`config.mk`:
```
export PLATFORM = sky130hd
export DESIGN_NAME = serial_reg_port
export DESIGN_NICKNAME = d
export VERILOG_FILES = /design/src/rtl/srp_pkg.sv /design/src/rtl/srp_sync.sv /design/src/rtl/srp_regbank.sv /design/src/rtl/serial_reg_port.sv
export SDC_FILE = /design/constraint.sdc
export NUM_CORES = 1
export LEC_CHECK = 0
export BUFFER_PORTS_ARGS = -buffer_cell sky130_fd_sc_hd__buf_2
export CELL_PAD_IN_SITES_DETAIL_PLACEMENT = 1
export CELL_PAD_IN_SITES_GLOBAL_PLACEMENT = 1
export CORE_ASPECT_RATIO = 1.75
export CORE_MARGIN = 2
export CORE_UTILIZATION = 51
export DETAILED_ROUTE_END_ITERATION = 10
export GPL_ROUTABILITY_DRIVEN = 0
export HOLD_SLACK_MARGIN = 0.15
export PLACE_DENSITY_LB_ADDON = 0.1
export SLEW_MARGIN = 30
export SYNTH_ARGS = -nofsm -noshare
export SYNTH_HDL_FRONTEND = slang
export SYNTH_SLANG_ARGS = --single-unit
```
`constraint.sdc`:
```
create_clock -name clk -period 3.6 [get_ports clk]
set_input_delay 0.72 -clock clk [delete_from_list [all_inputs] [get_ports clk]]
set_output_delay 0.72 -clock clk [all_outputs]
set_load 0.02 [all_outputs]
```
`src/rtl/srp_pkg.sv`:
```
package srp_pkg;
    typedef enum logic [1:0] {
        ST_IDLE     = 2'd0,
        ST_WR_SHIFT = 2'd1,
        ST_RD_SHIFT = 2'd2
    } srp_state_e;
endpackage

```
`src/rtl/srp_sync.sv`:
```
module srp_sync #(
    parameter int N      = 3,
    parameter int STAGES = 2
) (
    input  logic         clk,
    input  logic         rst_n,
    input  logic [N-1:0] raw_i,
    output logic [N-1:0] lvl_o,
    output logic [N-1:0] dly_o
);
    logic [N-1:0] pipe_q [STAGES];
    logic [N-1:0] dly_q;

    always_ff @(posedge clk or negedge rst_n) begin
        if (!rst_n) begin
            for (int i = 0; i < STAGES; i++) pipe_q[i] <= '1;
            dly_q <= '1;
        end else begin
            pipe_q[0] <= raw_i;
            for (int i = 1; i < STAGES; i++) pipe_q[i] <= pipe_q[i-1];
            dly_q <= pipe_q[STAGES-1];
        end
    end

    assign lvl_o = pipe_q[STAGES-1];
    assign dly_o = dly_q;
endmodule

```
`src/rtl/srp_regbank.sv`:
```
module srp_regbank #(
    parameter int DATA_W = 8,
    parameter int ADDR_W = 3,
    localparam int DEPTH = 1 << ADDR_W
) (
    input  logic              clk,
    input  logic              rst_n,
    input  logic              we_i,
    input  logic [ADDR_W-1:0] addr_i,
    input  logic [DATA_W-1:0] wdata_i,
    output logic [DATA_W-1:0] rdata_o
);
    logic [DATA_W-1:0] mem_q [DEPTH];

    always_ff @(posedge clk or negedge rst_n) begin
        if (!rst_n) begin
            for (int i = 0; i < DEPTH; i++) mem_q[i] <= '0;
        end else if (we_i) begin
            mem_q[addr_i] <= wdata_i;
        end
    end

    assign rdata_o = mem_q[addr_i];
endmodule

```
`src/rtl/serial_reg_port.sv`:
```
module serial_reg_port
    import srp_pkg::*;
#(
    parameter int DATA_W      = 8,
    parameter int ADDR_W      = 3,
    parameter int SYNC_STAGES = 2,
    localparam int CNT_W      = $clog2(DATA_W + 1)
) (
    input  logic              clk,
    input  logic              rst_n,
    input  logic              ale_i,
    input  logic              cs_n_i,
    input  logic              sclk_i,
    input  logic              rd_n_i,
    input  logic              wr_n_i,
    input  logic [DATA_W-1:0] bus_i,
    output logic [DATA_W-1:0] bus_o,
    output logic [DATA_W-1:0] bus_oe_o,
    output logic [CNT_W-1:0]  bit_cnt_o
);
    localparam int IDX_RD = 0;
    localparam int IDX_WR = 1;
    localparam int IDX_SC = 2;
    localparam logic [CNT_W-1:0] CNT_FULL = CNT_W'(DATA_W);

    // Synchronized strobes and edges
    logic [2:0] sync_lvl, sync_dly;
    srp_sync #(.N(3), .STAGES(SYNC_STAGES)) u_sync (
        .clk   (clk),
        .rst_n (rst_n),
        .raw_i ({sclk_i, wr_n_i, rd_n_i}),
        .lvl_o (sync_lvl),
        .dly_o (sync_dly)
    );

    logic rd_fall, rd_rise, wr_rise, sclk_fall, rd_dly_n;
    assign rd_fall   =  sync_dly[IDX_RD] & ~sync_lvl[IDX_RD];
    assign rd_rise   = ~sync_dly[IDX_RD] &  sync_lvl[IDX_RD];
    assign wr_rise   = ~sync_dly[IDX_WR] &  sync_lvl[IDX_WR];
    assign sclk_fall =  sync_dly[IDX_SC] & ~sync_lvl[IDX_SC];
    assign rd_dly_n  =  sync_dly[IDX_RD];

    // Mode strap, captured once after reset release
    logic serial_mode, strap_done;
    always_ff @(posedge clk or negedge rst_n) begin
        if (!rst_n) begin
            serial_mode <= 1'b0;
            strap_done  <= 1'b0;
        end else if (!strap_done) begin
            serial_mode <= ale_i & ~cs_n_i;
            strap_done  <= 1'b1;
        end
    end

    // Address / chip-select latch for parallel access
    logic [ADDR_W-1:0] addr_q;
    logic              cs_n_q;
    always_ff @(posedge clk or negedge rst_n) begin
        if (!rst_n) begin
            addr_q <= '0;
            cs_n_q <= 1'b1;
        end else if (ale_i) begin
            addr_q <= bus_i[ADDR_W-1:0];
            cs_n_q <= cs_n_i;
        end
    end

    // State machine
    srp_state_e        state_q, state_d;
    logic [DATA_W-1:0] shift_q;
    logic [CNT_W-1:0]  cnt_q;
    logic              in_rd_shift, do_commit;

    assign in_rd_shift = (state_q == ST_RD_SHIFT);
    assign do_commit   = serial_mode && !in_rd_shift && !rd_fall && wr_rise;

    always_ff @(posedge clk or negedge rst_n) begin
        if (!rst_n) state_q <= ST_IDLE;
        else        state_q <= state_d;
    end

    always_comb begin
        state_d = state_q;
        if (serial_mode) begin
            unique case (state_q)
                ST_IDLE, ST_WR_SHIFT: begin
                    if (rd_fall)        state_d = ST_RD_SHIFT;
                    else if (wr_rise)   state_d = ST_IDLE;
                    else if (sclk_fall) state_d = ST_WR_SHIFT;
                end
                ST_RD_SHIFT: begin
                    if (rd_rise)        state_d = ST_IDLE;
                end
                default:                state_d = ST_IDLE;
            endcase
        end
    end

    // Register bank
    logic [ADDR_W-1:0] bank_addr;
    logic [DATA_W-1:0] bank_rdata, bank_wdata;
    logic              bank_we;

    assign bank_addr  = serial_mode ? bus_i[ADDR_W-1:0] : addr_q;
    assign bank_wdata = serial_mode ? shift_q : bus_i;
    assign bank_we    = do_commit || (!serial_mode && wr_rise && !cs_n_q);

    srp_regbank #(.DATA_W(DATA_W), .ADDR_W(ADDR_W)) u_bank (
        .clk     (clk),
        .rst_n   (rst_n),
        .we_i    (bank_we),
        .addr_i  (bank_addr),
        .wdata_i (bank_wdata),
        .rdata_o (bank_rdata)
    );

    // Shifter and bit counter
    logic [CNT_W-1:0] cnt_inc;
    assign cnt_inc = (cnt_q == CNT_FULL) ? cnt_q : cnt_q + 1'b1;

    always_ff @(posedge clk or negedge rst_n) begin
        if (!rst_n) begin
            shift_q <= '0;
            cnt_q   <= '0;
        end else if (serial_mode) begin
            unique case (state_q)
                ST_IDLE, ST_WR_SHIFT: begin
                    if (rd_fall) begin
                        shift_q <= bank_rdata;
                        cnt_q   <= '0;
                    end else if (wr_rise) begin
                        cnt_q   <= '0;
                    end else if (sclk_fall) begin
                        shift_q <= {bus_i[DATA_W-1], shift_q[DATA_W-1:1]};
                        cnt_q   <= cnt_inc;
                    end
                end
                ST_RD_SHIFT: begin
                    if (rd_rise) begin
                        cnt_q   <= '0;
                    end else if (sclk_fall) begin
                        shift_q <= shift_q >> 1;
                        cnt_q   <= cnt_inc;
                    end
                end
                default: cnt_q <= '0;
            endcase
        end
    end

    // Bus drive
    always_comb begin
        bus_o    = '0;
        bus_oe_o = '0;
        if (serial_mode) begin
            if (in_rd_shift) begin
                bus_o[DATA_W-1]    = shift_q[0];
                bus_oe_o[DATA_W-1] = 1'b1;
            end
        end else if (!rd_dly_n && !cs_n_q) begin
            bus_o    = bank_rdata;
            bus_oe_o = '1;
        end
    end

    assign bit_cnt_o = cnt_q;
endmodule

```
# --- Yosys cells after proc, flatten, opt, wreduce, memory -nomap -nowiden ---
# Cells that the tools add are included.
totals:
  word_cells: 92
  out_inout_bits: 20
  inputBits: 15
  reg_bits: 93
classes:
  bitwise_logic: 11
  eq_ne: 9
  n_reduce_logical: 18
  addsub: 1
  order_cmp: 2
  mux: 33
ops:
  columns: ["op", "count"]
  rows:
  - ["$mux W8", 11]
  - ["$bwmux W64", 1]
  - ["$bmux W8 S3", 1]
  - ["$demux W8 S3", 1]
  - ["$mux W4", 5]
  - ["$pmux W8 S2", 1]
  - ["$mux W7", 2]
  - ["$mux W2", 4]
  - ["$pmux W4 S2", 1]
  - ["$logic_and A1 B1 Y1", 7]
  - ["$ne A2 B2 Y1 const B", 3]
  - ["$ne A3 B3 Y1 const B", 2]
  - ["$reduce_and A6 Y1", 1]
  - ["$and A1 B1 Y1", 5]
  - ["$logic_not A1 Y1", 5]
  - ["$not A1 Y1", 5]
  - ["$add A4 B1 Y4 const B", 1]
  - ["$eq A4 B4 Y1 const B", 1]
  - ["$ge A4 B4 Y1 const B", 1]
  - ["$lt A4 B1 Y1 const B", 1]
  - ["$mux W1", 4]
  - ["$ne A4 B4 Y1 const B", 1]
  - ["$not A3 Y4", 1]
  - ["$pmux W2 S2", 1]
  - ["8 further kinds", 8]

# --- Longest topological paths before layout ---
# Gate-level depths: netlist (run 1).
logic_depth:
  word_depth: 7
  mapped_depth: 8
  depth_no_buf: 6

# --- Cells and area by module ---
# From an unflattened synthesis (run 1), not the netlist that was laid out.
hier_totals:
  cells_unflattened: 355
  hier_area_um2: 4694.5
by_module_without_submodules:
  columns: ["mod", "cells_per_inst", "area_each_um2", "n_inst", "seq_area_each_um2"]
  rows:
  - ["srp_regbank", 214, 3002.9, 1, 1601.5]
  - ["serial_reg_port", 129, 1432.6, 1, 501.7]
  - ["srp_sync", 12, 259.0, 1, 236.5]

# --- Worst setup path after synthesis (run 1) ---
# OpenSTA, ideal clock, no wires.
synth_timing:
  path_kind: "input -> output"
  from: "input bus_i[0]"
  to: "output bus_o[0]"
  cell_stages: 4
  path_slack_ns: 0.999
  t_arrival_ns: 1.881
  path_buffers: 0
  required_time_ns: 2.880
  path_cell_list: "mux2i_2 > mux4_2 > a21oi_1 > nor2_1"
synth_between:
  elab_chain_cells: 7
synth_rtl:
  columns: ["item", "line", "source"]
  rows:
  - ["start, declared", "serial_reg_port.sv:16", "input logic [DATA_W-1:0] bus_i,"]
  - ["$mux W3", "serial_reg_port.sv:104", "assign bank_addr = serial_mode ? bus_i[ADDR_W-1:0] : addr_q;"]
  - ["$not A3 Y4 (implied by the code)", "srp_regbank.sv:23", "assign rdata_o = mem_q[addr_i];"]
  - ["$bmux W8 S3", "srp_regbank.sv:23", null]
  - ["$mux W8 (implied by the code) (2 in series)", "srp_regbank.sv:23", null]
  - ["$mux W8", "serial_reg_port.sv:160", "end else if (!rd_dly_n && !cs_n_q) begin"]
  - ["$mux W7", "serial_reg_port.sv:155", "if (serial_mode) begin"]
  - ["end, declared", "serial_reg_port.sv:17", "output logic [DATA_W-1:0] bus_o,"]
# Every way passes these cells. The select of a mux whose other input is x is not followed.

# --- Worst setup path in the final report (run 1) ---
layout_timing:
  from: "register serial_mode"
  to: "output bus_o[7]"
layout_between:
  elab_chain_cells: 7
layout_rtl:
  columns: ["item", "line", "source"]
  rows:
  - ["start, declared", "serial_reg_port.sv:44", "logic serial_mode, strap_done;"]
  - ["start signal, assigned", "serial_reg_port.sv:50", "serial_mode <= ale_i & ~cs_n_i;"]
  - ["$mux W3", "serial_reg_port.sv:104", null]
  - ["$not A3 Y4 (implied by the code)", "srp_regbank.sv:23", null]
  - ["$bmux W8 S3", "srp_regbank.sv:23", null]
  - ["$mux W8 (implied by the code) (2 in series)", "srp_regbank.sv:23", null]
  - ["$mux W8", "serial_reg_port.sv:160", null]
  - ["$mux W1 (*)", "serial_reg_port.sv:155", null]
# Every way passes the cells marked *; elsewhere a longest branch is shown, timed or not. The select of a mux whose other input is x is not followed.

==> flow_summary.html, run 1 <==
<table>
<tr><th>Metric</th><th>Value</th></tr>
<tr><th colspan="2">Outcome</th></tr>
<tr><td>Result of the run</td><td>completed</td></tr>
<tr><th colspan="2">Logic synthesis</th></tr>
<tr><td>Most used flip-flop cell after synthesis</td><td>sky130_fd_sc_hd__dfrtp_1</td></tr>
<tr><td>Average size of a mapped cell</td><td>10.6 um^2</td></tr>
<tr><td>Cell area after synthesis</td><td>around 4500 um^2</td></tr>
<tr><td>Number of instances in the synthesized netlist</td><td>420</td></tr>
<tr><td>Share of synthesized flip-flops with an asynchronous set or reset</td><td>100%</td></tr>
<tr><td>Synth Warn #</td><td>0</td></tr>
<tr><td>Cell types occupying the most area after synthesis</td><td>sky130_fd_sc_hd__dfrtp_1 (46%), sky130_fd_sc_hd__a21oi_1 (7.7%), sky130_fd_sc_hd__nor2_1 (6.6%)</td></tr>
<tr><td>Seq/Total Area, Yosys</td><td>between 50% and 60%</td></tr>
<tr><td>Top-area cell type share of the netlist area</td><td>46.5%</td></tr>
<tr><td>Synthesized flop and latch total</td><td>93</td></tr>
<tr><td>Number of distinct standard cells referenced by the synthesized netlist</td><td>between 40 and 50</td></tr>
<tr><td>Synthesized netlist net count</td><td>between 400 and 500</td></tr>
<tr><td>Cell type contributing the most total cell area after synthesis</td><td>sky130_fd_sc_hd__dfrtp_1</td></tr>
<tr><td>Count of flip-flops with a built-in enable after synthesis</td><td>0</td></tr>
<tr><th colspan="2">Setup path</th></tr>
<tr><td>Setup slack of the most critical reg-to-reg path</td><td>870 ps</td></tr>
<tr><td>Critical setup path kind</td><td>flop to primary output</td></tr>
<tr><td>R2R Path End</td><td>u_bank.mem_q[58]</td></tr>
<tr><td>Largest delay contributor family on the critical path</td><td>multiplexers</td></tr>
<tr><td>Worst-path cell with the longest stage delay</td><td>sky130_fd_sc_hd__dfrtp_1</td></tr>
<tr><td>Data required time of the critical path</td><td>approximately 2900 ps</td></tr>
<tr><td>Slowest Stage Delay on Critical Path</td><td>between 700 and 800 ps</td></tr>
<tr><td>Worst r2r path cells</td><td>5</td></tr>
<tr><td>Bufs and invs on worst path</td><td>1</td></tr>
<tr><td>Worst Setup End Kind</td><td>primary output</td></tr>
<tr><td>Worst Path Arrival</td><td>~2800 ps</td></tr>
<tr><td>Largest driver fanout on the critical path</td><td>16</td></tr>
<tr><td>Startpoint of the lowest-slack register-to-register path</td><td>serial_mode</td></tr>
<tr><td>Cells along the critical path</td><td>mux2i_4, mux4_2, mux2i_1, o2bb2ai_1, buf_2</td></tr>
<tr><td>Critical path launch point type</td><td>flop</td></tr>
<tr><th colspan="2">Clock tree</th></tr>
<tr><td>Clock-pin slew reported for the worst setup and hold paths after clock tree synthesis</td><td>around 60 ps</td></tr>
<tr><td># H-tree levels</td><td>3</td></tr>
<tr><td>Worst-Skew Late Latency</td><td>340 ps</td></tr>
<tr><td>Number of clock sinks</td><td>between 90 and 100</td></tr>
<tr><td>Number of buffers inserted for hold repair after clock tree synthesis</td><td>0</td></tr>
<tr><td>TritonCTS clock tree</td><td>done</td></tr>
<tr><td>Count of cells resized by post-cts repair</td><td>0</td></tr>
<tr><td>Clk Tree Root Cell</td><td>sky130_fd_sc_hd__clkbuf_16</td></tr>
<tr><td>Number of buffers added by the clock tree synthesis step</td><td>9</td></tr>
<tr><td>Worst-case clock buffer depth</td><td>2</td></tr>
<tr><td>Buffer count from post-CTS setup fixing</td><td>0</td></tr>
<tr><th colspan="2">Floorplanning</th></tr>
<tr><td>Chip Height</td><td>about 130 um</td></tr>
<tr><td>I/O pin total</td><td>35</td></tr>
<tr><td>Count of standard-cell rows</td><td>45</td></tr>
<tr><td>Overall die width</td><td>74.8 um</td></tr>
<tr><td>Floorplan die area</td><td>around 9600 um^2</td></tr>
<tr><td>Std-Cell Core Area</td><td>8610 um^2</td></tr>
<tr><td>Initial Utilization</td><td>approximately half</td></tr>
<tr><th colspan="2">Timing</th></tr>
<tr><td>Unrepaired setup endpoints after global routing</td><td>no</td></tr>
<tr><td>Number of endpoints failing setup at the final stage</td><td>0</td></tr>
<tr><td>Max-slew violation count</td><td>0</td></tr>
<tr><td>Post-route fraction of the period consumed by the critical path</td><td>between 90% and 100%</td></tr>
<tr><td>Relative slew slack</td><td>roughly 41%</td></tr>
<tr><td>Clock skew after layout</td><td>approximately 6.8 ps</td></tr>
<tr><td>Peak Freq</td><td>287 MHz</td></tr>
<tr><td>Accumulated negative setup slack</td><td>0 ps</td></tr>
<tr><td>Time the worst path needs with I/O delays and setup</td><td>roughly 3500 ps</td></tr>
<tr><td>Hold Violations, Final</td><td>0</td></tr>
<tr><td>Slew @ Worst Pin</td><td>856 ps</td></tr>
<tr><th colspan="2">Routing</th></tr>
<tr><td>Avg Vias per Cell</td><td>roughly 6.0</td></tr>
<tr><td>First drt pass iteration count</td><td>4</td></tr>
<tr><td>Antenna viol nets, final</td><td>0</td></tr>
<tr><td>Wire length reported by the detailed router</td><td>12000 um</td></tr>
<tr><td>WL/cell</td><td>roughly 21 um</td></tr>
<tr><td>Total number of vias</td><td>around 3400</td></tr>
<tr><td>DRC</td><td>0</td></tr>
<tr><td>Number of violations reported at the end of detailed-routing iteration 0</td><td>about 200</td></tr>
<tr><th colspan="2">Placement</th></tr>
<tr><td>Number of placed instances, taps included</td><td>~550</td></tr>
<tr><td>Half-perimeter wire length after detailed placement</td><td>roughly 8400 um</td></tr>
<tr><td>Buffers added on ports</td><td>34</td></tr>
<tr><th colspan="2">GRT</th></tr>
<tr><td>Global-route congestion overflow total</td><td>0</td></tr>
<tr><td>Initial antenna violation count</td><td>0</td></tr>
<tr><td>GRT Overall Usage</td><td>approximately 28%</td></tr>
<tr><td>Maximum number of pins on one net before global-route repair</td><td>between 60 and 70</td></tr>
<tr><td>Wire length of the first global-routing pass</td><td>19500 um</td></tr>
<tr><td>Number of global-route vias before repair</td><td>3650</td></tr>
<tr><th colspan="2">Worst hold path</th></tr>
<tr><td>Worst hold path depth</td><td>0</td></tr>
<tr><td>Capture endpoint of the worst hold path</td><td>u_sync.lvl_o[0]</td></tr>
<tr><td>Worst min-delay path class</td><td>flop to flop</td></tr>
<tr><td>Worst hold start</td><td>u_sync.pipe_q[3]</td></tr>
<tr><th colspan="2">Final layout</th></tr>
<tr><td>Inserted Diodes</td><td>0</td></tr>
<tr><td>Non-filler cells in the finished layout</td><td>approximately 570</td></tr>
<tr><td>Most common cell after layout, fill and taps aside</td><td>sky130_fd_sc_hd__dfrtp_1</td></tr>
<tr><td>Layout cells sized above 1</td><td>between 20% and 30%</td></tr>
<tr><td>Area added between synthesis and finish</td><td>11.9%</td></tr>
<tr><td>Layout filler cell count</td><td>between 900 and 1000</td></tr>
<tr><td>Commonest non-fill, non-tap cells in the layout</td><td>sky130_fd_sc_hd__dfrtp_1 (83), sky130_fd_sc_hd__nor2_1 (78), sky130_fd_sc_hd__a21oi_1 (69)</td></tr>
<tr><td>Final Net Count</td><td>around 460</td></tr>
<tr><th colspan="2">Power and ir drop</th></tr>
<tr><td>Power density of the placed cells</td><td>778 nW/um^2</td></tr>
<tr><td>Final Power</td><td>a little under 4000 uW</td></tr>
<tr><td>Leak</td><td>between 0.002 and 0.0025 uW</td></tr>
<tr><td>Peak supply drop</td><td>about 0.4 mV</td></tr>
<tr><th colspan="2">Flow run</th></tr>
<tr><td>Number of violations of the max-capacitance limit</td><td>0</td></tr>
</table>
==> flip-flops by register name, indices dropped and copies added (netlist names) <==
| name | count |
|---|---|
| bit_cnt_o | 4 |
| cs_n_q | 1 |
| addr_q | 3 |
| shift_q | 8 |
| u_sync.lvl_o | 3 |
| state_q | 2 |
| u_sync.pipe_q | 3 |
| strap_done | 1 |
| serial_mode | 1 |
| u_bank.mem_q | 64 |
| u_sync.dly_o | 3 |
==> where the power goes <==
part	total (uW)	leakage, uW	switching [uW]	internal, uW
Combinational	1110	0.000894	643	464
Sequential	1760	0.00111	288	1470
Clock	1020	0.000158	394	630
Total	3890	0.00217	1330	2570
==> worst reg2reg max path, stage by stage, from the launching register on <==
cell                      delay (ps)
sky130_fd_sc_hd__dfrtp_1         710
sky130_fd_sc_hd__mux2i_4         690
sky130_fd_sc_hd__nand2_1         280
sky130_fd_sc_hd__nor3_4          670
sky130_fd_sc_hd__nor2_1          110
sky130_fd_sc_hd__a21oi_1         190
==> layout make-up <==
class / count / area, um^2 / area share [%]
clock buffers: 11 / 243 / 4.85
clock inverters: 5 / 81.3 / 1.63
inverters: 8 / 30.0 / 0.600
multi-input cells: 293 / 1930 / 38.6
flip-flops and latches: 93 / 2340 / 46.8
well taps: 117 / 146 / 2.93
repair buffers: 40 / 230 / 4.60
==> through the flow <==
stage | instance area (um^2) | utilization, % | hold WS [ps] | worst slack (ps)
after floorplan | 4470 | - | 345 | 999
after global placement | 4660 | 54.1 | 346 | 510
after detailed placement | 4670 | 54.2 | 348 | 505
after CTS | 4990 | 58.0 | 358 | 136
after global routing | 5000 | 58.1 | 364 | 2.58
final | 5000 | 58.1 | 357 | 120
==> worst max-delay path by stage <==
stage | startpoint | endpoint | depth (start not counted)
after floorplan | bus_i[0] | bus_o[0] | 4
after global placement | bus_i[1] | bus_o[7] | 6
after detailed placement | bus_i[1] | bus_o[7] | 6
after CTS | serial_mode | bus_o[7] | 5
after global routing | serial_mode | bus_o[7] | 5
final | serial_mode | bus_o[7] | 5
==> Yosys cell counts, types with 2 or more instances <==
master and instances:
sky130_fd_sc_hd__inv_1 6, sky130_fd_sc_hd__nor3_4 4, sky130_fd_sc_hd__or3_1 2, sky130_fd_sc_hd__dfrtp_1 83, sky130_fd_sc_hd__mux2_4 2, sky130_fd_sc_hd__buf_2 6, sky130_fd_sc_hd__mux4_2 9, sky130_fd_sc_hd__mux2i_4 2
sky130_fd_sc_hd__nand4_1 7, sky130_fd_sc_hd__a22o_1 2, sky130_fd_sc_hd__nand2b_1 5, sky130_fd_sc_hd__nor2b_1 6, sky130_fd_sc_hd__o221ai_1 9, sky130_fd_sc_hd__mux2i_1 19, sky130_fd_sc_hd__a21oi_1 69, sky130_fd_sc_hd__buf_6 5
sky130_fd_sc_hd__nor3_2 4, sky130_fd_sc_hd__ha_1 2, sky130_fd_sc_hd__o21ai_1 9, sky130_fd_sc_hd__o21ai_0 12, sky130_fd_sc_hd__o22ai_1 6, sky130_fd_sc_hd__a32oi_1 2, sky130_fd_sc_hd__nand2_2 2, sky130_fd_sc_hd__nand3_1 2
sky130_fd_sc_hd__clkbuf_1 3, sky130_fd_sc_hd__dfstp_2 10, sky130_fd_sc_hd__nor2_1 78, sky130_fd_sc_hd__buf_4 12, sky130_fd_sc_hd__nand2_1 21, sky130_fd_sc_hd__inv_2 2, sky130_fd_sc_hd__mux2_2 3
==> metal layers <==
metal | wire [um] | part of all wire (%) | track usage (%) | vias to the layer above
met5 | 0 | 0 | 0 | -
met4 | 351 | 2.9 | 10.3 | 0
met3 | 447 | 3.7 | 6.29 | 28
met2 | 6530 | 54 | 48.8 | 85
met1 | 4720 | 39 | 32.3 | 1750
li1 | - | - | - | 1539
==> kinds of logic after synthesis <==
group                    share of synthesized area, %
multiplexers                                     11.5
AO/OA/AOI/OAI                                    16.0
other                                          0.0839
flip-flops                                       52.4
buffers and inverters                            4.87
adder cells (fa/ha/maj)                         0.560
AND/OR/NAND/NOR                                  14.6
(Power assumes the default switching activity.)
==> run 2: changes to the inputs <==
Settings changed: MAX_ROUTING_LAYER set to met4.
==> flow_summary.html, run 2 (synthesis gave the netlist of run 1 again) <==
<table>
<tr><th>Metric</th><th>Value</th></tr>
<tr><th colspan="2">Outcome</th></tr>
<tr><td>Result of the run</td><td>completed</td></tr>
<tr><th colspan="2">Timing</th></tr>
<tr><td>Peak Freq</td><td>approximately 290 MHz</td></tr>
<tr><td>Clock skew after layout</td><td>between 6 and 7 ps</td></tr>
<tr><td>Unrepaired setup endpoints after global routing</td><td>no</td></tr>
<tr><td>Time the worst path needs with I/O delays and setup</td><td>3480 ps</td></tr>
<tr><td>Post-route fraction of the period consumed by the critical path</td><td>between 90 and 100%</td></tr>
<tr><td>Slew @ Worst Pin</td><td>about 840 ps</td></tr>
<tr><td>Hold Violations, Final</td><td>0</td></tr>
<tr><td>Relative slew slack</td><td>42.3%</td></tr>
<tr><td>Number of endpoints failing setup at the final stage</td><td>0</td></tr>
<tr><td>Accumulated negative setup slack</td><td>0 ps</td></tr>
<tr><td>Final setup slack of the worst path</td><td>124 ps</td></tr>
<tr><td>Max-slew violation count</td><td>0</td></tr>
<tr><th colspan="2">Power and ir drop</th></tr>
<tr><td>Leak</td><td>0.00217 uW</td></tr>
<tr><td>Combinational Power Share</td><td>between 20 and 30%</td></tr>
<tr><td>Reported net switching power</td><td>between 1000 and 1500 uW</td></tr>
<tr><td>Switch share</td><td>34.1%</td></tr>
<tr><td>Relative contribution of sequential cells to total power</td><td>45.2%</td></tr>
<tr><td>Peak supply drop</td><td>0.394 mV</td></tr>
<tr><td>Clock network power share</td><td>between 20% and 30%</td></tr>
<tr><td>Final Power</td><td>3890 uW</td></tr>
<tr><td>Power density of the placed cells</td><td>roughly 780 nW/um^2</td></tr>
<tr><td>Power Internal</td><td>~2600 uW</td></tr>
<tr><th colspan="2">Floorplanning</th></tr>
<tr><td>Chip Height</td><td>128 um</td></tr>
<tr><td>Initial Utilization</td><td>about 52%</td></tr>
<tr><td>Std-Cell Core Area</td><td>8610 um^2</td></tr>
<tr><td>Count of standard-cell rows</td><td>45</td></tr>
<tr><td>Floorplan die area</td><td>approximately 9600 um^2</td></tr>
<tr><td>Overall die width</td><td>roughly 75 um</td></tr>
<tr><td>I/O pin total</td><td>35</td></tr>
<tr><th colspan="2">Setup path</th></tr>
<tr><td>Worst Path Arrival</td><td>between 2000 and 3000 ps</td></tr>
<tr><td>Critical setup path kind</td><td>flop to primary output</td></tr>
<tr><td>Critical path launch point type</td><td>flop</td></tr>
<tr><td>Largest driver fanout on the critical path</td><td>16</td></tr>
<tr><td>Worst Setup End Kind</td><td>primary output</td></tr>
<tr><td>Setup crit start</td><td>serial_mode</td></tr>
<tr><td>Data required time of the critical path</td><td>around 2900 ps</td></tr>
<tr><td>Startpoint of the lowest-slack register-to-register path</td><td>serial_mode</td></tr>
<tr><th colspan="2">Final layout</th></tr>
<tr><td>Final Net Count</td><td>462</td></tr>
<tr><td>Commonest non-fill, non-tap cells in the layout</td><td>sky130_fd_sc_hd__dfrtp_1 (83), sky130_fd_sc_hd__nor2_1 (78), sky130_fd_sc_hd__a21oi_1 (69)</td></tr>
<tr><td>Inserted Diodes</td><td>0</td></tr>
<tr><td>Layout cells sized above 1</td><td>around 22%</td></tr>
<tr><td>Area added between synthesis and finish</td><td>11.9%</td></tr>
<tr><td>Most common cell after layout, fill and taps aside</td><td>sky130_fd_sc_hd__dfrtp_1</td></tr>
<tr><td>Non-filler cells in the finished layout</td><td>roughly 570</td></tr>
<tr><td>Flip-flop count of the largest register, all copies and words added</td><td>between 60 and 70</td></tr>
<tr><td>Final design instance area without fill</td><td>~5000 um^2</td></tr>
<tr><td>Largest Register</td><td>u_bank.mem_q</td></tr>
<tr><th colspan="2">Worst hold path</th></tr>
<tr><td>Worst hold start</td><td>u_sync.pipe_q[3]</td></tr>
<tr><td>Worst min-delay path class</td><td>flop to flop</td></tr>
<tr><th colspan="2">Placement</th></tr>
<tr><td>Placed instance area</td><td>roughly 4700 um^2</td></tr>
<tr><td>Buffers added on ports</td><td>34</td></tr>
<tr><td>Number of placed instances, taps included</td><td>551</td></tr>
<tr><td>Pre-CTS worst setup slack</td><td>505 ps</td></tr>
<tr><td>Half-perimeter wire length after detailed placement</td><td>8390 um</td></tr>
<tr><th colspan="2">GRT</th></tr>
<tr><td>Wire length of the first global-routing pass</td><td>slightly below 20000 um</td></tr>
<tr><td>Number of global-route vias before repair</td><td>about 3600</td></tr>
<tr><td>GRT Overall Usage</td><td>28.7%</td></tr>
<tr><td>Global-route congestion overflow total</td><td>0</td></tr>
<tr><td>Maximum number of pins on one net before global-route repair</td><td>65</td></tr>
<tr><td>Initial antenna violation count</td><td>0</td></tr>
<tr><th colspan="2">Routing</th></tr>
<tr><td>Wire length reported by the detailed router</td><td>12100 um</td></tr>
<tr><td>DRC</td><td>0</td></tr>
<tr><td>First drt pass iteration count</td><td>5</td></tr>
<tr><td>Total number of vias</td><td>~3400</td></tr>
<tr><td>Antenna viol nets, final</td><td>0</td></tr>
<tr><td>Avg Vias per Cell</td><td>~6</td></tr>
<tr><td>WL/cell</td><td>between 20 and 25 um</td></tr>
<tr><td>Number of violations reported at the end of detailed-routing iteration 0</td><td>170</td></tr>
<tr><th colspan="2">Clock tree</th></tr>
<tr><td>TritonCTS clock tree</td><td>done</td></tr>
<tr><td>Clk Tree Root Cell</td><td>sky130_fd_sc_hd__clkbuf_16</td></tr>
<tr><td>Count of cells resized by post-cts repair</td><td>0</td></tr>
<tr><td>Worst-case clock buffer depth</td><td>2</td></tr>
<tr><td>Clock-pin slew reported for the worst setup and hold paths after clock tree synthesis</td><td>roughly 60 ps</td></tr>
<tr><td>Number of buffers added by the clock tree synthesis step</td><td>9</td></tr>
<tr><td>Buffer count from post-CTS setup fixing</td><td>0</td></tr>
<tr><td>Number of clock sinks</td><td>between 90 and 100</td></tr>
<tr><td># H-tree levels</td><td>3</td></tr>
<tr><td>Number of buffers inserted for hold repair after clock tree synthesis</td><td>0</td></tr>
<tr><td>Worst-Skew Late Latency</td><td>340 ps</td></tr>
<tr><th colspan="2">Flow run</th></tr>
<tr><td>Number of violations of the max-capacitance limit</td><td>0</td></tr>
</table>
## run 2: cell counts in the layout (fill, tap and decap cells not counted)
Identical to the previous run, type by type.
## run 2: final timing paths
kind                                     to  slack (ps)  depth (start not counted)
setup / recovery                   bus_o[7]         120                          5
max in group asynchronous  u_bank.mem_q[52]        2430                          2
hold reg to reg             u_sync.lvl_o[0]         360                          0
setup reg to reg           u_bank.mem_q[58]         880                          5
hold / removal              u_sync.lvl_o[0]         360                          0
min in group asynchronous      bit_cnt_o[0]         470                          1
## run 2: per-stage QoR
step	hold WS [ps]	util [%]
3_3_place_gp	346	54.1
4_1_cts	358	58.0
5_1_grt	364	58.1
2_1_floorplan	345	-
3_5_place_dp	348	54.2
6_report	357	58.1
## run 2: power by group through the flow
stage	registers, uW	clock network [uW]	logic, uW
after global routing	1800	1080	1240
final	1760	1030	1100
after detailed placement	1770	0	1080
after global placement	1750	0	1020
after CTS	1750	1050	1110
after floorplan	1660	0	825
## run 2: metal layers
layer / GRT usage [%] / share of wire (%)
met1: 32.3 / 39
met2: 49.0 / 54
met3: 6.29 / 4.2
met4: 10.3 / 2.7
met5: - / 0
## run 2: cell type report
type,instances,area [um^2]
multi-input cells,293,1930
fillers,948,3610
inverters,8,30.0
repair buffers,40,230
flip-flops and latches,93,2340
well taps,117,146
clock buffers,11,243
clock inverters,5,81.3
## run 2: worst max-delay path, stage by stage, from the launching register on
cell and delay (ps):
sky130_fd_sc_hd__dfrtp_1 710, sky130_fd_sc_hd__mux2i_4 680, sky130_fd_sc_hd__mux4_2 410, sky130_fd_sc_hd__mux2i_1 310
sky130_fd_sc_hd__o2bb2ai_1 120, sky130_fd_sc_hd__buf_2 170
==> run 3: changes to the inputs <==
Settings changed: BUFFER_PORTS_ARGS -buffer_cell sky130_fd_sc_hd__buf_2 to unset, DONT_BUFFER_PORTS set to 1.
==> flow_summary.html, run 3 (synthesis gave the netlist of run 1 again) <==
<table>
<tr><th>Metric</th><th>Value</th></tr>
<tr><th colspan="2">Final layout</th></tr>
<tr><td>Final Net Count</td><td>429</td></tr>
<tr><td>Flip-flop count of the largest register, all copies and words added</td><td>64</td></tr>
<tr><td>Layout cells sized above 1</td><td>between 10% and 20%</td></tr>
<tr><td>Utilization after layout</td><td>56.1%</td></tr>
<tr><td>Area added between synthesis and finish</td><td>8.17%</td></tr>
<tr><td>Layout filler cell count</td><td>just over 900</td></tr>
<tr><td>Inserted Diodes</td><td>0</td></tr>
<tr><td>Commonest non-fill, non-tap cells in the layout</td><td>sky130_fd_sc_hd__dfrtp_1 (83), sky130_fd_sc_hd__nor2_1 (78), sky130_fd_sc_hd__a21oi_1 (69)</td></tr>
<tr><td>Largest Register</td><td>u_bank.mem_q</td></tr>
<tr><td>Non-filler cells in the finished layout</td><td>~530</td></tr>
<tr><td>Most common cell after layout, fill and taps aside</td><td>sky130_fd_sc_hd__dfrtp_1</td></tr>
<tr><th colspan="2">GRT</th></tr>
<tr><td>Wire length of the first global-routing pass</td><td>18500 um</td></tr>
<tr><td>Global-route congestion overflow total</td><td>0</td></tr>
<tr><td>Grt met3 use</td><td>4.01%</td></tr>
<tr><td>Initial antenna violation count</td><td>0</td></tr>
<tr><td>GRT Overall Usage</td><td>27.5%</td></tr>
<tr><td>Maximum number of pins on one net before global-route repair</td><td>84</td></tr>
<tr><td>Met1 routing resource usage after global routing</td><td>between 20% and 30%</td></tr>
<tr><td>Layer with the highest usage after global routing</td><td>met2</td></tr>
<tr><td>M2 GR Usage</td><td>~48%</td></tr>
<tr><td>Number of global-route vias before repair</td><td>3482</td></tr>
<tr><th colspan="2">Timing</th></tr>
<tr><td>Final setup slack of the worst path</td><td>around 180 ps</td></tr>
<tr><td>Clock skew after layout</td><td>between 5 and 6 ps</td></tr>
<tr><td>Time the worst path needs with I/O delays and setup</td><td>between 3000 and 4000 ps</td></tr>
<tr><td>Number of endpoints failing setup at the final stage</td><td>0</td></tr>
<tr><td>Slew @ Worst Pin</td><td>just under 900 ps</td></tr>
<tr><td>Unrepaired setup endpoints after global routing</td><td>no</td></tr>
<tr><td>Peak Freq</td><td>between 200 and 300 MHz</td></tr>
<tr><td>Accumulated negative setup slack</td><td>0 ps</td></tr>
<tr><td>Minimum hold slack</td><td>204 ps</td></tr>
<tr><td>Post-route fraction of the period consumed by the critical path</td><td>about 95%</td></tr>
<tr><td>Max-slew violation count</td><td>0</td></tr>
<tr><td>Relative slew slack</td><td>roughly 40%</td></tr>
<tr><td>Hold Violations, Final</td><td>0</td></tr>
<tr><th colspan="2">Setup path</th></tr>
<tr><td>Worst Path Arrival</td><td>roughly 2700 ps</td></tr>
<tr><td>R2R Path End</td><td>u_bank.mem_q[60]</td></tr>
<tr><td>Worst-path cell with the longest stage delay</td><td>sky130_fd_sc_hd__dfrtp_1</td></tr>
<tr><td>Worst Setup End Kind</td><td>primary output</td></tr>
<tr><td>Cells along the critical path</td><td>mux2i_4, mux4_2, a21oi_1, nor2_1</td></tr>
<tr><td>Setup slack of the most critical reg-to-reg path</td><td>720 ps</td></tr>
<tr><td>Critical path launch point type</td><td>flop</td></tr>
<tr><td>Largest driver fanout on the critical path</td><td>14</td></tr>
<tr><td>Critical setup path kind</td><td>flop to primary output</td></tr>
<tr><td>Slowest Stage Delay on Critical Path</td><td>760 ps</td></tr>
<tr><td>Data required time of the critical path</td><td>between 2000 and 3000 ps</td></tr>
<tr><td>Worst r2r path cells</td><td>6</td></tr>
<tr><td>Startpoint of the lowest-slack register-to-register path</td><td>serial_mode</td></tr>
<tr><th colspan="2">Floorplanning</th></tr>
<tr><td>I/O pin total</td><td>35</td></tr>
<tr><td>Floorplan die area</td><td>9560 um^2</td></tr>
<tr><td>Chip Height</td><td>around 130 um</td></tr>
<tr><td>Std-Cell Core Area</td><td>8610 um^2</td></tr>
<tr><td>Initial Utilization</td><td>about half</td></tr>
<tr><td>Count of standard-cell rows</td><td>45</td></tr>
<tr><td>Overall die width</td><td>about 75 um</td></tr>
<tr><th colspan="2">Clock tree</th></tr>
<tr><td># H-tree levels</td><td>3</td></tr>
<tr><td>Worst-Skew Late Latency</td><td>350 ps</td></tr>
<tr><td>Number of buffers added by the clock tree synthesis step</td><td>9</td></tr>
<tr><td>Clk Tree Root Cell</td><td>sky130_fd_sc_hd__clkbuf_16</td></tr>
<tr><td>Worst-case clock buffer depth</td><td>2</td></tr>
<tr><td>TritonCTS clock tree</td><td>done</td></tr>
<tr><td>Clock-pin slew reported for the worst setup and hold paths after clock tree synthesis</td><td>approximately 70 ps</td></tr>
<tr><td>Number of clock sinks</td><td>93</td></tr>
<tr><th colspan="2">Flow run</th></tr>
<tr><td>Number of violations of the max-capacitance limit</td><td>0</td></tr>
<tr><th colspan="2">Routing</th></tr>
<tr><td>WL/cell</td><td>around 22 um</td></tr>
<tr><td>Total number of vias</td><td>3267</td></tr>
<tr><td>Wire length reported by the detailed router</td><td>~12000 um</td></tr>
<tr><td>Antenna viol nets, final</td><td>0</td></tr>
<tr><td>Avg Vias per Cell</td><td>approximately 6.1</td></tr>
<tr><td>Number of violations reported at the end of detailed-routing iteration 0</td><td>roughly 170</td></tr>
<tr><td>First drt pass iteration count</td><td>4</td></tr>
<tr><td>DRC</td><td>0</td></tr>
<tr><th colspan="2">Placement</th></tr>
<tr><td>Half-perimeter wire length after detailed placement</td><td>8050 um</td></tr>
<tr><td>Buffers added on ports</td><td>0</td></tr>
<tr><td>Number of placed instances, taps included</td><td>slightly above 500</td></tr>
<tr><td>Pre-CTS worst setup slack</td><td>just under 500 ps</td></tr>
<tr><th colspan="2">Power and ir drop</th></tr>
<tr><td>Leak</td><td>between 0.002 and 0.0025 uW</td></tr>
<tr><td>Reported net switching power</td><td>around 1300 uW</td></tr>
<tr><td>Switch share</td><td>34.6%</td></tr>
<tr><td>Combinational Power Share</td><td>between 20% and 30%</td></tr>
<tr><td>Power density of the placed cells</td><td>around 780 nW/um^2</td></tr>
<tr><td>Relative contribution of sequential cells to total power</td><td>about 47%</td></tr>
<tr><td>Clock network power share</td><td>26.1%</td></tr>
<tr><td>Power Internal</td><td>roughly 2500 uW</td></tr>
<tr><td>Peak supply drop</td><td>0.580 mV</td></tr>
<tr><th colspan="2">Worst hold path</th></tr>
<tr><td>Worst min-delay path class</td><td>input pin to asynchronous set/reset pin</td></tr>
<tr><th colspan="2">Outcome</th></tr>
<tr><td>Result of the run</td><td>completed</td></tr>
</table>
[run 3: stage by stage]
step / cell area, um^2 / total power [uW]
finish: 4830 / 3770
global route: 4830 / 4010
CTS: 4830 / 3790
detailed placement: 4490 / 2770
global placement: 4470 / 2710
floorplan: 4470 / 2490
[run 3: power by group through the flow]
stage               clock network [uW]  registers [uW]  logic [uW]
CTS                               1000            1750        1040
floorplan                            0            1660         825
global route                      1040            1800        1170
finish                             982            1750        1030
global placement                     0            1750         956
detailed placement                   0            1770        1010
[run 3: repair_timing]
item / 4_1_cts / 5_1_grt
gates resized for setup: 0 / 1
buffers inserted: 0 / 0
hold buffers: 1 / 0
hold endpoints to repair: 83 / 0
setup endpoints to repair: 0 / 1
[run 3: final cells by class]
type / count / area [um^2] / area share (%)
multi-input cells: 293 / 1940 / 40.1
clock buffers: 9 / 225 / 4.66
repair buffers: 7 / 72.6 / 1.50
well taps: 117 / 146 / 3.03
clock inverters: 7 / 81.3 / 1.68
flip-flops and latches: 93 / 2340 / 48.4
inverters: 8 / 30.0 / 0.621
[run 3: worst max-delay path by stage]
| stage | slack, ps | depth (start not counted) | from | end |
|---|---|---|---|---|
| floorplan | 1000 | 4 | bus_i[0] | bus_o[0] |
| global placement | 550 | 4 | serial_mode | bus_o[0] |
| detailed placement | 490 | 4 | serial_mode | bus_o[0] |
| CTS | 90 | 4 | serial_mode | bus_o[0] |
| global route | 80 | 7 | serial_mode | bus_o[5] |
| finish | 180 | 4 | serial_mode | bus_o[0] |
[run 3: layer usage]
| layer | routed length (um) | vias up | share of wire, % |
|---|---|---|---|
| met2 | 6350 | 72 | 55 |
| met4 | 444 | 0 | 3.9 |
| li1 | - | 1494 | - |
| met5 | 0 | - | 0 |
| met3 | 370 | 28 | 3.2 |
| met1 | 4360 | 1673 | 38 |
[run 3: worst max-delay path, delay by kind of cell (launching register included)]
kind | cells | cell delay, ps
and+or+nand+nor | 1 | 190
AOI/OAI and AO/OA | 1 | 340
muxes | 2 | 1050
DFF | 1 | 760
